File: src/rtl/sync_serial_xcvr.sv
module sync_serial_xcvr #(
  parameter int W    = 8,
  parameter int DIVW = 8
) (
  input  logic            clk,
  input  logic            rst_n,
  input  logic            cfg_master,
  input  logic            cfg_frame,
  input  logic            cfg_delay,
  input  logic            cfg_invert,
  input  logic            cfg_cont,
  input  logic [DIVW-1:0] cfg_half,
  input  logic            wr_en,
  input  logic [W-1:0]    wr_data,
  output logic            tx_empty,
  input  logic            rd_en,
  output logic [W-1:0]    rd_data,
  output logic            rx_full,
  output logic            overrun,
  output logic            frame_err,
  input  logic            err_clr,
  input  logic            sck_in,
  output logic            sck_out,
  input  logic            sd_in,
  output logic            sd_out
);
  localparam int FW = W + 2;
  localparam int CW = $clog2(FW + 1);

  logic [1:0]      sck_s, sd_s;
  logic            sck_p, sck_i, bit_in;
  logic [DIVW-1:0] hcnt;
  logic            tick, mclk, dclk, go;
  logic            m_fall, m_rise, m_end, fall_ev, rise_ev;
  logic [W-1:0]    tx_hold;
  logic            pend;
  logic [FW-1:0]   tx_sh, tx_frame;
  logic [CW-1:0]   tx_cnt, rx_cnt;
  logic [W-1:0]    rx_sh, shifted, done_word;
  logic            rx_act, done;

  always_ff @(posedge clk or negedge rst_n)
    if (!rst_n) begin
      sck_s <= 2'b11;
      sd_s  <= 2'b11;
      sck_p <= 1'b1;
    end else begin
      sck_s <= {sck_s[0], sck_in};
      sd_s  <= {sd_s[0], sd_in};
      sck_p <= sck_i;
    end

  assign sck_i  = sck_s[1] ^ cfg_invert;
  assign bit_in = sd_s[1];

  assign tick   = (hcnt >= cfg_half - DIVW'(1));
  assign go     = cfg_cont | pend | (tx_cnt != '0);
  assign m_fall = cfg_master & tick & mclk & go;
  assign m_rise = cfg_master & tick & ~mclk;
  assign m_end  = cfg_master & tick & mclk & ~go;
  assign fall_ev = cfg_master ? m_fall : (~sck_i & sck_p);
  assign rise_ev = cfg_master ? m_rise : (sck_i & ~sck_p);

  always_ff @(posedge clk or negedge rst_n)
    if (!rst_n) begin
      hcnt <= '0;
      mclk <= 1'b1;
      dclk <= 1'b1;
    end else begin
      hcnt <= tick ? '0 : hcnt + DIVW'(1);
      if (!cfg_master) begin
        mclk <= 1'b1;
        dclk <= 1'b1;
      end else begin
        if (m_fall) mclk <= 1'b0;
        else if (m_rise) mclk <= 1'b1;
        if (tick) dclk <= mclk;
      end
    end

  assign sck_out = cfg_master ? ((cfg_delay ? dclk : mclk) ^ cfg_invert) : ~cfg_invert;

  assign tx_frame = cfg_frame ? {1'b1, tx_hold, 1'b0} : {2'b11, tx_hold};
  assign tx_empty = ~pend;

  always_ff @(posedge clk or negedge rst_n)
    if (!rst_n) begin
      tx_hold <= '0;
      pend    <= 1'b0;
      tx_sh   <= '1;
      tx_cnt  <= '0;
      sd_out  <= 1'b1;
    end else begin
      if (fall_ev) begin
        if (tx_cnt != '0) begin
          sd_out <= tx_sh[0];
          tx_sh  <= {1'b1, tx_sh[FW-1:1]};
          tx_cnt <= tx_cnt - CW'(1);
        end else if (pend) begin
          sd_out <= tx_frame[0];
          tx_sh  <= {1'b1, tx_frame[FW-1:1]};
          tx_cnt <= cfg_frame ? CW'(FW - 1) : CW'(W - 1);
          pend   <= 1'b0;
        end else begin
          sd_out <= 1'b1;
        end
      end else if (m_end) begin
        sd_out <= 1'b1;
      end
      if (wr_en) begin
        tx_hold <= wr_data;
        pend    <= 1'b1;
      end
    end

  assign shifted   = {bit_in, rx_sh[W-1:1]};
  assign done      = rise_ev & (cfg_frame ? (rx_act && rx_cnt == CW'(W)) : (rx_cnt == CW'(W - 1)));
  assign done_word = cfg_frame ? rx_sh : shifted;

  always_ff @(posedge clk or negedge rst_n)
    if (!rst_n) begin
      rx_sh     <= '0;
      rx_cnt    <= '0;
      rx_act    <= 1'b0;
      rd_data   <= '0;
      rx_full   <= 1'b0;
      overrun   <= 1'b0;
      frame_err <= 1'b0;
    end else begin
      if (err_clr) begin
        overrun   <= 1'b0;
        frame_err <= 1'b0;
      end
      if (rd_en) rx_full <= 1'b0;
      if (rise_ev) begin
        if (cfg_frame) begin
          if (!rx_act) begin
            if (!bit_in) begin
              rx_act <= 1'b1;
              rx_cnt <= '0;
            end
          end else if (rx_cnt != CW'(W)) begin
            rx_sh  <= shifted;
            rx_cnt <= rx_cnt + CW'(1);
          end else begin
            rx_act <= 1'b0;
            rx_cnt <= '0;
            if (!bit_in) frame_err <= 1'b1;
          end
        end else begin
          rx_sh  <= shifted;
          rx_cnt <= (rx_cnt == CW'(W - 1)) ? '0 : rx_cnt + CW'(1);
        end
      end
      if (done) begin
        rd_data <= done_word;
        rx_full <= 1'b1;
        if (rx_full && !rd_en) overrun <= 1'b1;
      end
    end

  a_r9_write_pends: assert property (@(posedge clk) disable iff (!rst_n)
    wr_en |=> !tx_empty);
  a_r10_read_clears: assert property (@(posedge clk) disable iff (!rst_n)
    (rd_en && !done) |=> !rx_full);
  a_r11_overrun_sticky: assert property (@(posedge clk) disable iff (!rst_n)
    $fell(overrun) |-> $past(err_clr));
  a_r12_ferr_framed_only: assert property (@(posedge clk) disable iff (!rst_n)
    $rose(frame_err) |-> $past(cfg_frame));
  a_r4_data_on_leading: assert property (@(posedge clk) disable iff (!rst_n)
    (sd_out != $past(sd_out)) |-> $past(fall_ev || m_end));
endmodule

File: config.mk
export PLATFORM = sky130hd
export DESIGN_NAME = sync_serial_xcvr
export DESIGN_NICKNAME = d
export VERILOG_FILES = /design/src/rtl/sync_serial_xcvr.sv
export SDC_FILE = /design/constraint.sdc
export NUM_CORES = 1
export LEC_CHECK = 0
export CAP_MARGIN = 25
export CORE_ASPECT_RATIO = 0.8
export CORE_UTILIZATION = 55
export DETAILED_ROUTE_END_ITERATION = 7
export DONT_BUFFER_PORTS = 1
export GPL_ROUTABILITY_DRIVEN = 0
export PLACE_DENSITY = 0.7
export SYNTH_ARGS = -nofsm -noshare
export SYNTH_HDL_FRONTEND = slang
export SYNTH_SLANG_ARGS = --single-unit
File: constraint.sdc
create_clock -name clk -period 5.1 [get_ports clk]
set_clock_uncertainty 0.15 [all_clocks]
set_input_delay 0.51 -clock clk [delete_from_list [all_inputs] [get_ports clk]]
set_output_delay 0.51 -clock clk [all_outputs]
set_load 0.02 [all_outputs]
==> results.toml <==
[layout]
n_antenna_cell = 0
nets = 333
final_cell_mix = "45 x dfrtp_1, 31 x nand2_1, 20 x mux2i_1"
area_delta_synth_final_pct = 9.75
final_common_cell = "dfrtp_1"
final_layout_size_suffix_gt1_share_pct = 19.5

[grt]
grt_use_met1_pct = 26.5
grt_usage_pct = 19.6
grt_pass1_wl_um = 8910
grt_antenna_before_repair = 0
grt_pass1_vias = 1932
grt_start_max_net_pins = 62
grt_overflow = 0
grtUsageMet2_pct = 28.0
grtUsageMet3_pct = 7.98
top_usage_layer = "met2"

[floorplanning]
io_pins = 42
dieArea_sq_um = 5980
die_h_um = 69.3
num_rows = 24
die_width_um = 86.2
core_sq_um = 5470
start_util_pct = 57.1

[yosys]
synth-seq-area-share_pct = 49.6
ys_warn_count = 0
ys_types = 47
syn_area_per_cell_sq_um = 11.0
synth_top_cells_by_area = "dfrtp_1 36%, dfstp_2 13%, mux2i_1 6.4%"
yosysTopAreaCell = "dfrtp_1"
synth_nets = 325
syn_inst = 284
netlist.area_leader.share_pct = 36.1
ys_seq_elements = 61
syn-cell-area_sq_um = 3120

[cts]
cts-root-buf = "clkbuf_8"
cts_resized = 0
h-tree-depth = 3
cts_sinks = 61
path_clk_slew_ns = 0.07
cts_tree = "done"
clk_latency_ns = 0.34
clockBufferDepth = 2
numCtsBuffers = 9

[worst_hold_path]
hold_depth = 1
hold_start = "cfg_master"
hold_path_end = "dclk"
worstHoldPathType = "input pin to flop"

[drt]
drtPass1Iterations = 4
wl_um = 5060
drc_errors = 0
vias = 2040
wl_per_cell_um = 13.5
drtIter0Drc = 50
avgViaCountPerCell = 5.44
postRouteAntennaNets = 0

[sta]
rsz0062_at_grt = "no"
hold_viol = 0
fin_crit_sh_pct = 65.4
setup_viol = 0
fmax_mhz = 300
max_slew_margin_pct = 29.4
worstMarginPinSlew_ns = 1.05
whs_ns = 0.0570
fin_crit_ns = 3.33
slew_viol_final = 0
fin_tns_setup_ns = 0

[setup_path]
cp-end-kind = "flop"
r2r_slack_ns = 2.22
crit_buf_inv = 0
path_cells = "or3_1 > or2_2 > nor4_1 > xnor2_1 > ha_1 > a21oi_1 > o21a_1 > nor2_1 > o31ai_2 > o21ai_0"
start_kind = "input pin"
slowest_delay_ns = 0.90
cp_slowest_cell = "o31ai_2"
cp_top_family = "compound AO/OA/AOI/OAI gates"
critPathKind = "input pin to flop"
r2r-end = "rd_data[1]"
worstPathRequired_ns = 5.13
reg2reg_depth = 7
cp_max_fo = 18
arrival_ns = 3.36
timing.rr.start = "hcnt[0]"

[power]
irDropWorstVdd_uv = 231
p_leak_uw = 0.00152
power_density_nw_per_um2 = 462

[place]
post-dp-hpwl_um = 3550
port-buffer-count = 0

[run]
drv_cap = 0

[outcome]
status = "finished clean"
## synthesized netlist by cell type, drive strengths merged
cell type / count
mux2i: 20
o22a: 2
clkbuf: 4
inv: 15
nand2b: 4
nand3: 7
nor3b: 2
nand3b: 1
and3: 2
o21a: 1
o31ai: 1
or3: 4
nor2b: 2
a31oi: 3
mux2: 25
o22ai: 1
o41ai: 2
nor3: 7
ha: 13
o311ai: 1
dfstp: 16
nor2: 18
xnor2: 7
o32ai: 1
buf: 4
nand2: 31
xor2: 7
and2: 1
or2: 3
o31a: 1
a21o: 1
a21oi: 7
dfrtp: 45
nor4: 1
a211o: 1
a22o: 1
a2111oi: 1
o21ai: 21
## worst max path at each step
stage / start / endpoint / slack (ns) / depth (start not counted)
floorplan: cfg_half[3] / rx_sh[0] / 1.70 / 12
global placement: cfg_half[3] / rd_data[0] / 1.47 / 10
detailed placement: cfg_half[3] / rd_data[0] / 1.40 / 10
CTS: cfg_half[3] / rd_data[0] / 1.77 / 10
global route: cfg_half[3] / rd_data[1] / 1.43 / 10
finish: cfg_half[3] / rd_data[1] / 1.77 / 10
## area by class of cell
class                      count  area, sq um
sequential                    61         1550
clock buffer                  12          155
multi-input combinational    200         1480
clock inverter                 4         22.5
fill                         462         2040
tap                           78         97.6
timing repair buffer           5         65.1
inverter                      15         56.3
## logic make-up (layout without fill, tap and decap cells)
logic type      count (synthesis)  count (layout)  share of synthesized area [%]
simple gates                   83              83                           12.8
flops                          61              61                           49.6
xor+xnor                       14              14                           3.93
mux                            45              45                           15.4
fa+ha+maj                      13              13                           5.22
buf+inv                        23              36                           2.97
compound gates                 45              45                           10.0
## repair_timing
action / in CTS / in global routing
hold endpoints to repair: 63 / 0
buffers inserted: 0 / 0
hold buffers: 4 / 0
## power by group
group          switching, uW  leakage, uW  internal, uW
registers                139     0.000736           643
clock network            180    0.0000921           200
logic                    208     0.000691           213
## flip-flops by register name (all words and copies together) (netlist names)
| name | cells |
|---|---|
| rx_sh | 8 |
| sd_s | 2 |
| rx_full | 1 |
| sck_p | 1 |
| pend | 1 |
| tx_cnt | 4 |
| mclk | 1 |
| hcnt | 8 |
| sck_s | 2 |
| sd_out | 1 |
| frame_err | 1 |
| rx_cnt | 4 |
| dclk | 1 |
| tx_hold | 8 |
| rx_act | 1 |
| tx_sh | 8 |
| overrun | 1 |
| rd_data | 8 |
## per-layer routing
layer | part of all wire (%) | up-vias
li1 | - | 1008
met1 | 51 | 968
met2 | 42 | 59
met3 | 6.2 | 5
met4 | 1.2 | 0
met5 | 0 | -
## through the flow
| step | instances | power, uW | setup slack [ns] | utilization, % | cell area, sq um |
|---|---|---|---|---|---|
| finish | 375 | 1580 | 1.77 | 62.6 | 3420 |
| global route | 375 | 1710 | 1.43 | 62.6 | 3420 |
| CTS | 375 | 1600 | 1.77 | 62.6 | 3420 |
| detailed placement | 355 | 1200 | 1.40 | 58.3 | 3190 |
| global placement | 355 | 1180 | 1.47 | 58.3 | 3190 |
| floorplan | 284 | 1110 | 1.70 | - | 3120 |
## worst register-to-register path, stage by stage, from the launching register on
cell and delay [ns]:
dfrtp_1 0.43, inv_1 0.06, ha_1 0.26, nand2b_1 0.15, a2111oi_2 0.44, nor3_2 0.14, o31ai_2 0.89, o21ai_0 0.22
(Power assumes the default switching activity.)
